**config.mk**
```make
export PLATFORM = sky130hd
export DESIGN_NAME = pin_bank_ctl
export DESIGN_NICKNAME = d
export VERILOG_FILES = /design/src/rtl/pin_bank_pkg.sv /design/src/rtl/pin_sync2.sv /design/src/rtl/pin_lane.sv /design/src/rtl/pin_bank_ctl.sv
export SDC_FILE = /design/constraint.sdc
export NUM_CORES = 1
export LEC_CHECK = 0
export BUFFER_PORTS_ARGS = -buffer_cell sky130_fd_sc_hd__buf_4
export CORE_MARGIN = 2
export CORE_UTILIZATION = 45
export DETAILED_ROUTE_END_ITERATION = 7
export PLACE_DENSITY = 0.79
export SYNTH_ARGS = -nofsm -noshare
export SYNTH_HDL_FRONTEND = slang
export SYNTH_SLANG_ARGS = --single-unit
```
**constraint.sdc**
```tcl
create_clock -name clk -period 2.6 [get_ports clk]
set_input_delay 0.13 -clock clk [delete_from_list [all_inputs] [get_ports clk]]
set_output_delay 0.13 -clock clk [all_outputs]
set_load 0.005 [all_outputs]
```
**src/rtl/pin_bank_pkg.sv**
```systemverilog
package pin_bank_pkg;
    localparam logic [1:0] MODE_NONE   = 2'b00;
    localparam logic [1:0] MODE_LISTEN = 2'b10;

    localparam int REG_MODE_W  = 0;
    localparam int REG_LEVEL_W = 1;
    localparam int REG_MODE_N  = 2;
    localparam int REG_LEVEL_N = 3;
endpackage

```
**src/rtl/pin_sync2.sv**
```systemverilog
module pin_sync2 #(
    parameter int W = 20
) (
    input  logic         clk,
    input  logic         rst_n,
    input  logic [W-1:0] raw_in,
    output logic [W-1:0] sync_out
);
    typedef struct packed {
        logic [W-1:0] st1;
        logic [W-1:0] st2;
        logic [1:0]   age;
    } sync_t;

    sync_t sync_d, sync_q;

    always_comb begin
        sync_d     = sync_q;
        sync_d.st1 = raw_in;
        sync_d.st2 = sync_q.st1;
        if (sync_q.age != 2'd3) sync_d.age = sync_q.age + 2'd1;
    end

    always_ff @(posedge clk) begin
        if (!rst_n) sync_q <= '0;
        else        sync_q <= sync_d;
    end

    assign sync_out = sync_q.st2;


    sync_delay_chk: assert property (@(posedge clk) disable iff (!rst_n)
        (sync_q.age >= 2'd2) |-> (sync_out == $past(raw_in, 2)));
endmodule

```
**src/rtl/pin_lane.sv**
```systemverilog
module pin_lane
    import pin_bank_pkg::*;
#(
    parameter int PINS = 16
) (
    input  logic              clk,
    input  logic              rst_n,
    input  logic              mode_we,
    input  logic              level_we,
    input  logic [2*PINS-1:0] mode_wdata,
    input  logic [PINS-1:0]   level_wdata,
    input  logic [PINS-1:0]   smp_in,
    output logic [PINS-1:0]   drive,
    output logic [PINS-1:0]   oe,
    output logic [2*PINS-1:0] mode_rd,
    output logic [PINS-1:0]   level_rd
);
    localparam int MW = 2 * PINS;

    typedef struct packed {
        logic [MW-1:0]   mode;
        logic [PINS-1:0] level;
    } lane_t;

    lane_t lane_d, lane_q;
    logic [PINS-1:0] listen_mask;
    logic [PINS-1:0] drive_mask;

    function automatic logic [PINS-1:0] drivers_of(input logic [MW-1:0] m);
        logic [PINS-1:0] r;
        for (int k = 0; k < PINS; k++) r[k] = m[2*k];
        return r;
    endfunction

    generate
        for (genvar i = 0; i < PINS; i++) begin : g_pin
            assign listen_mask[i] = (lane_q.mode[2*i+1:2*i] == MODE_LISTEN);
            assign drive_mask[i]  = (lane_q.mode[2*i+1:2*i] != MODE_NONE) &&
                                    (lane_q.mode[2*i+1:2*i] != MODE_LISTEN);
        end
    endgenerate

    always_comb begin
        lane_d = lane_q;
        if (mode_we)  lane_d.mode  = mode_wdata;
        if (level_we) lane_d.level = level_wdata;
    end

    always_ff @(posedge clk) begin
        if (!rst_n) lane_q <= '0;
        else        lane_q <= lane_d;
    end

    assign drive    = lane_q.level & drive_mask;
    assign oe       = drive_mask;
    assign mode_rd  = lane_q.mode;
    assign level_rd = (smp_in & listen_mask) | drive;


    level_write_chk: assert property (@(posedge clk) disable iff (!rst_n)
        (level_we && !mode_we) |=> (drive == ($past(level_wdata) & oe)));


    oe_decode_chk: assert property (@(posedge clk) disable iff (!rst_n)
        mode_we |=> (oe == drivers_of($past(mode_wdata))));


    idle_stable_chk: assert property (@(posedge clk) disable iff (!rst_n)
        (!mode_we && !level_we) |=> ($stable(drive) && $stable(oe)));
endmodule

```
**src/rtl/pin_bank_ctl.sv**
```systemverilog
module pin_bank_ctl
    import pin_bank_pkg::*;
#(
    parameter int W_PINS = 16,
    parameter int N_PINS = 4,
    parameter int ADDR_W = 4,
    parameter int DATA_W = 32
) (
    input  logic                       clk,
    input  logic                       rst_n,
    input  logic [ADDR_W-1:0]          bus_addr,
    input  logic                       bus_we,
    input  logic [DATA_W-1:0]          bus_wdata,
    output logic [DATA_W-1:0]          bus_rdata,
    input  logic [W_PINS+N_PINS-1:0]   pin_in,
    output logic [W_PINS+N_PINS-1:0]   pin_out,
    output logic [W_PINS+N_PINS-1:0]   pin_oe
);
    localparam int TOT = W_PINS + N_PINS;

    logic [TOT-1:0]      pin_sync;
    logic                we_mode_w, we_level_w, we_mode_n, we_level_n;
    logic [2*W_PINS-1:0] mode_w_rd;
    logic [2*N_PINS-1:0] mode_n_rd;
    logic [W_PINS-1:0]   level_w_rd, drive_w, oe_w;
    logic [N_PINS-1:0]   level_n_rd, drive_n, oe_n;

    assign we_mode_w  = bus_we && (bus_addr == ADDR_W'(REG_MODE_W));
    assign we_level_w = bus_we && (bus_addr == ADDR_W'(REG_LEVEL_W));
    assign we_mode_n  = bus_we && (bus_addr == ADDR_W'(REG_MODE_N));
    assign we_level_n = bus_we && (bus_addr == ADDR_W'(REG_LEVEL_N));

    pin_sync2 #(.W(TOT)) u_sync (
        .clk(clk), .rst_n(rst_n), .raw_in(pin_in), .sync_out(pin_sync)
    );

    pin_lane #(.PINS(W_PINS)) u_wide (
        .clk(clk), .rst_n(rst_n),
        .mode_we(we_mode_w), .level_we(we_level_w),
        .mode_wdata(bus_wdata[2*W_PINS-1:0]),
        .level_wdata(bus_wdata[W_PINS-1:0]),
        .smp_in(pin_sync[W_PINS-1:0]),
        .drive(drive_w), .oe(oe_w),
        .mode_rd(mode_w_rd), .level_rd(level_w_rd)
    );

    pin_lane #(.PINS(N_PINS)) u_narrow (
        .clk(clk), .rst_n(rst_n),
        .mode_we(we_mode_n), .level_we(we_level_n),
        .mode_wdata(bus_wdata[2*N_PINS-1:0]),
        .level_wdata(bus_wdata[N_PINS-1:0]),
        .smp_in(pin_sync[TOT-1:W_PINS]),
        .drive(drive_n), .oe(oe_n),
        .mode_rd(mode_n_rd), .level_rd(level_n_rd)
    );

    assign pin_out = {drive_n, drive_w};
    assign pin_oe  = {oe_n, oe_w};

    always_comb begin
        bus_rdata = '0;
        case (bus_addr)
            ADDR_W'(REG_MODE_W):  bus_rdata = DATA_W'(mode_w_rd);
            ADDR_W'(REG_LEVEL_W): bus_rdata = DATA_W'(level_w_rd);
            ADDR_W'(REG_MODE_N):  bus_rdata = DATA_W'(mode_n_rd);
            ADDR_W'(REG_LEVEL_N): bus_rdata = DATA_W'(level_n_rd);
            default:              bus_rdata = '0;
        endcase
    end


    unmapped_zero_chk: assert property (@(posedge clk) disable iff (!rst_n)
        (bus_addr > ADDR_W'(REG_LEVEL_N)) |-> (bus_rdata == '0));


    reset_clear_chk: assert property (@(posedge clk)
        !rst_n |=> (pin_oe == '0 && pin_out == '0));
endmodule

```
### After elaboration in Yosys (flattened, before gate mapping)

Cells that the tools add are included.

* equal/unequal tests: 43
* order comparisons: 0
* add/subtract/negate cells: 0
* shift-type cells: 0
* multiplexer cells: 1
* reduce and logical (&&, ||, !) cells: 45
* bitwise operators: 6
* divide/modulo/power cells: 0
* $mul: 0

Operator list (number)
* case mux 32 bit (4 select lines): 1
* equality test 2 bit (second input constant): 20
* != test 2 bit (second input constant): 20
* nonzero test 2 bit: 20
* bitwise AND 16 bit: 2
* logical AND 1 bit: 24
* OR 16 bit: 1
* bitwise AND 4 bit: 2
* equality test 4 x 2 -> 1 bit (second input constant): 2
* equality test 4 x 1 -> 1 bit (second input constant): 1
* logical NOT 4 bit: 1
* OR 4 bit: 1

* input bits: 59
* word-level logic and storage cells: 101
* bits in latches: 0
* register bits: 100
* memories kept: 0
* memory bits (read-only): 0
* bits in writable memories: 0

### Logic depth before layout (Yosys ltp)

* depth after elaboration: 5
* depth in mapped cells: 6
* depth with buffers taken out: 3

### Cells and area by module

A second synthesis with hierarchy kept.

* cells, all modules: 474
* area total of the unflattened synthesis: 4732.0 um^2

Modules (own cells, without submodules)
* pin_lane (u_wide): instances 1, sequential area each 960.9 um^2, cells an instance 251, area each 2453.6 um^2
* pin_sync2: instances 1, sequential area each 800.8 um^2, cells an instance 84, area each 1107.3 um^2
* pin_lane (u_narrow): instances 1, sequential area each 240.2 um^2, cells an instance 63, area each 606.8 um^2
* pin_bank_ctl: instances 1, sequential area each 0.0 um^2, cells an instance 76, area each 564.3 um^2

### Worst setup path after synthesis

No wires, ideal clock.

* path type: register -> output
* start: reg u_wide.lane_q, in the netlist u_wide.mode_rd[8]
* end: out bus_rdata[4]
* stages on the path, launching flop included: 4
* setup slack: 1.528 ns
* data arrival time: 0.942 ns
* cells stage by stage: dfxtp_1 nand3b_1 a311o_1 a21oi_1

* word-level cells in the longest chain between the ends: 5
* elaborated cells on any way between the ends: 8
* those cells by class: 2 x eq/ne; 1 x mux; 3 x bitwise; 2 x reduce/logical

RTL lines
* from (decl): line pin_lane.sv:25 `lane_t lane_d, lane_q;`
* from (signal assigned): line pin_lane.sv:51 `else lane_q <= lane_d;`
* != test 2 bit / nonzero test 2 bit (equally long branches): line pin_lane.sv:39, pin_lane.sv:38
* logical AND 1 bit: line pin_lane.sv:38 `assign drive_mask[i] = (lane_q.mode[2*i+1:2*i] != MODE_NONE) &&`
* bitwise AND 16 bit: line pin_lane.sv:54 `assign drive = lane_q.level & drive_mask;`
* OR 16 bit *: line pin_lane.sv:57 `assign level_rd = (smp_in & listen_mask) | drive;`
* case mux 32 bit (4 select lines) *: line pin_bank_ctl.sv:62 `case (bus_addr)`
* to (decl): line pin_bank_ctl.sv:14 `output logic [DATA_W-1:0] bus_rdata,`

Mark *: on every way between the ends. The rest lies on a longest branch, timed or not.

### Worst setup path in the final report

* start: reg u_wide.lane_q, in the netlist u_wide.mode_rd[14]
* end: out bus_rdata[7]

The elaborated chain is that of the path after synthesis.

==> impl_metrics.toml <==
[drt]
drc = 0
dr.pass1.iters = 5
drt-wirelength-per-cell_um = 16.66
via_per_inst = 5.487
drtIter0Drc = 351
ant_nets = 0
num_vias = 4126
drt_wl_total_um = 12530

[timing]
tightest_slew_ns = 0.8559
final_max_slew_viol_count = 0
fin_crit_sh_pct = 67.49
slew_headroom_pct = 42.82
rsz0062_at_grt = "no"
finalClockSkew_ns = 0.008191
finalSetupTns_ns = 0
fin_worst_hold_slack_ns = 0.01157
max_freq_mhz = 569.9
hold_viol = 0
worst_slack_ns = 0.8454
setup_viol = 0
min_period_ns = 1.755

[worst_hold_path]
min_from = "bus_wdata[25]"
hold_path_depth = 3
hold_path_class = "in -> reg"
min_to = "u_wide.mode_rd[25]$_SDFFE_PN0P_"

[synthesis]
syn_nets = 572
syn-cell-area_um2 = 4529
ys_seq_area_share_pct = 44.20
synth.distinct_cells = 30
synth_cells = 513
synth.area.top_cells = "dfxtp_1 44%, a21boi_1 9.9%, and2_1 7.2%"
synth_seq_cells = 100
avgSynthCellArea_um2 = 8.829
synth_warnings = 0
synth_top_area_cell = "dfxtp_1"
synth_top_area_share_pct = 44.20

[critical_path]
cp_top_family = "compound AO/OA/AOI/OAI gates"
path_cells = "nand3b_1 > a311o_1 > a21oi_1 > buf_4"
critical_path_required_ns = 2.47
max_stage_delay_ns = 0.40
cp.arrival_ns = 1.62
cp_max_fo = 5
ff2ff_setup_slack_ns = 1.78
slowest_stage = "dfxtp_1"
crit_path_start = "u_wide.mode_rd[14]$_SDFFE_PN0P_"
worstSetupPathType = "reg -> out"
reg2reg_depth = 2
r2r-start = "u_wide.mode_rd[4]$_SDFFE_PN0P_"
r2r-end = "u_wide.mode_rd[4]$_SDFFE_PN0P_"
start_kind = "flop"
cp-end-kind = "output port"
crit_buf_inv = 1

[place]
place.port_buffers = 130
dp_slack_ns = 0.9316
hpwl_um = 8368
gp_congestion = 0.9448
dp_cells = 718

[finish]
mostFrequentLayoutCell = "buf_4"
n_antenna_cell = 0
layout.nets = 674
drive_gt1_share_pct = 25.53
final_cell_mix = "136 x buf_4, 100 x dfxtp_1, 64 x o21ai_1, 60 x a21boi_1, 56 x nand3_1"
fin_cells = 752
area_growth_pct = 25.72
num-fill-cells = 860

[cts]
path_clk_slew_ns = 0.10
clkSinkCount = 100
htreeDepth = 3
ctsResizeCount = 0
cts_max_path_buffers = 2
cts_setup_buffers = 0
cts_tree = "yes"
clk_latency_ns = 0.36
hold_buffers = 19
cts_made_buffers = 9
clockRootBuffer = "clkbuf_8"

[global_route]
grt_pass1_wl_um = 19630
grtUsageTotal_pct = 22.20
grt_pass1_vias = 3841
grt_max_degree = 101
antenna_found_initial = 0
grt-ovfl-total = 0

[die]
coreArea_um2 = 9774
io_pins = 131
fp.dieH_um = 104.3
start_util_pct = 46.34
chipWidth_um = 104.3
rows = 36
die_area_um2 = 10880

[job]
drv_cap = 0

[power_and_ir_drop]
peakVddDrop_mv = 0.2424
power.density_nw_per_um2 = 487.9
total_power_mw = 2.778
p_leak_nw = 2.361

[run_status]
outcome = "complete, no violations"
-- worst max-delay path by stage --
stage	to	slack (ns)	depth (start not counted)
5_1_grt	bus_rdata[7]	0.77	4
4_1_cts	bus_rdata[7]	0.84	4
2_1_floorplan	bus_rdata[4]	1.53	3
3_3_place_gp	bus_rdata[7]	1.02	5
3_5_place_dp	bus_rdata[5]	0.93	5
6_report	bus_rdata[7]	0.85	4
-- Yosys cell counts, drive strengths merged --
library cell	number
clkbuf	33
dfxtp	100
nand4	4
a32o	4
mux2	4
nor3b	1
nor2b	2
buf	31
a311o	4
or2	2
and2	52
nor2	8
o21ai	64
nand3b	12
or3b	1
and3	16
a21boi	60
o21bai	8
nand3	56
inv	8
nand2	21
a22o	8
a21oi	12
nand2b	2
-- kinds of logic after synthesis --
kind of cell	Yosys count	share of synthesized area (%)
buffers and inverters	72	9.310
and+or+nand+nor	177	22.51
AOI/OAI and AO/OA	160	22.98
DFF	100	44.20
muxes	4	0.9944
-- area by class of cell --
class,count,area [um^2],share of cell area (%)
Sequential cell,100,2002,35.16
Timing Repair Buffer,155,1211,21.27
Multi-Input combinational cell,341,2111,37.07
Clock inverter,5,36.28,0.6372
Clock buffer,10,137.6,2.417
Tap cell,133,166.4,2.922
Inverter,8,30.03,0.5274
-- flip-flops by register name (all words and copies together) (netlist names) --
register and flops:
u_narrow.lane_q 4, u_narrow.mode_rd 8, u_sync.sync_d 20, u_wide.mode_rd 32, u_wide.lane_q 16, u_sync.sync_out 20
-- metrics by stage --
step                      cell area, um^2  utilization [%]
after floorplan                      4529                -
after global placement               5330            54.53
after detailed placement             5330            54.53
after CTS                            5694            58.26
after global routing                 5694            58.26
final                                5694            58.26
-- worst reg2reg max path, stage by stage (launching register included) --
cell and delay (ns):
dfxtp_1 0.48, o21ai_1 0.11, a21boi_1 0.17
-- metal layers --
metal | global-route usage [%] | share of wire (%) | up-vias
met5 | 0 | 0 | -
met4 | 9.749 | 2.3 | 0
met3 | 4.198 | 6.8 | 26
met2 | 35.57 | 48 | 179
met1 | 29.07 | 43 | 1944
li1 | - | - | 1977
-- report_power, final --
group          internal, mW  leakage (nW)  switching (mW)
Sequential             1.57         0.815          0.0197
Combinational         0.142          1.46           0.151
Clock                 0.371        0.0808           0.524
Power figures use the tool's default switching activity.
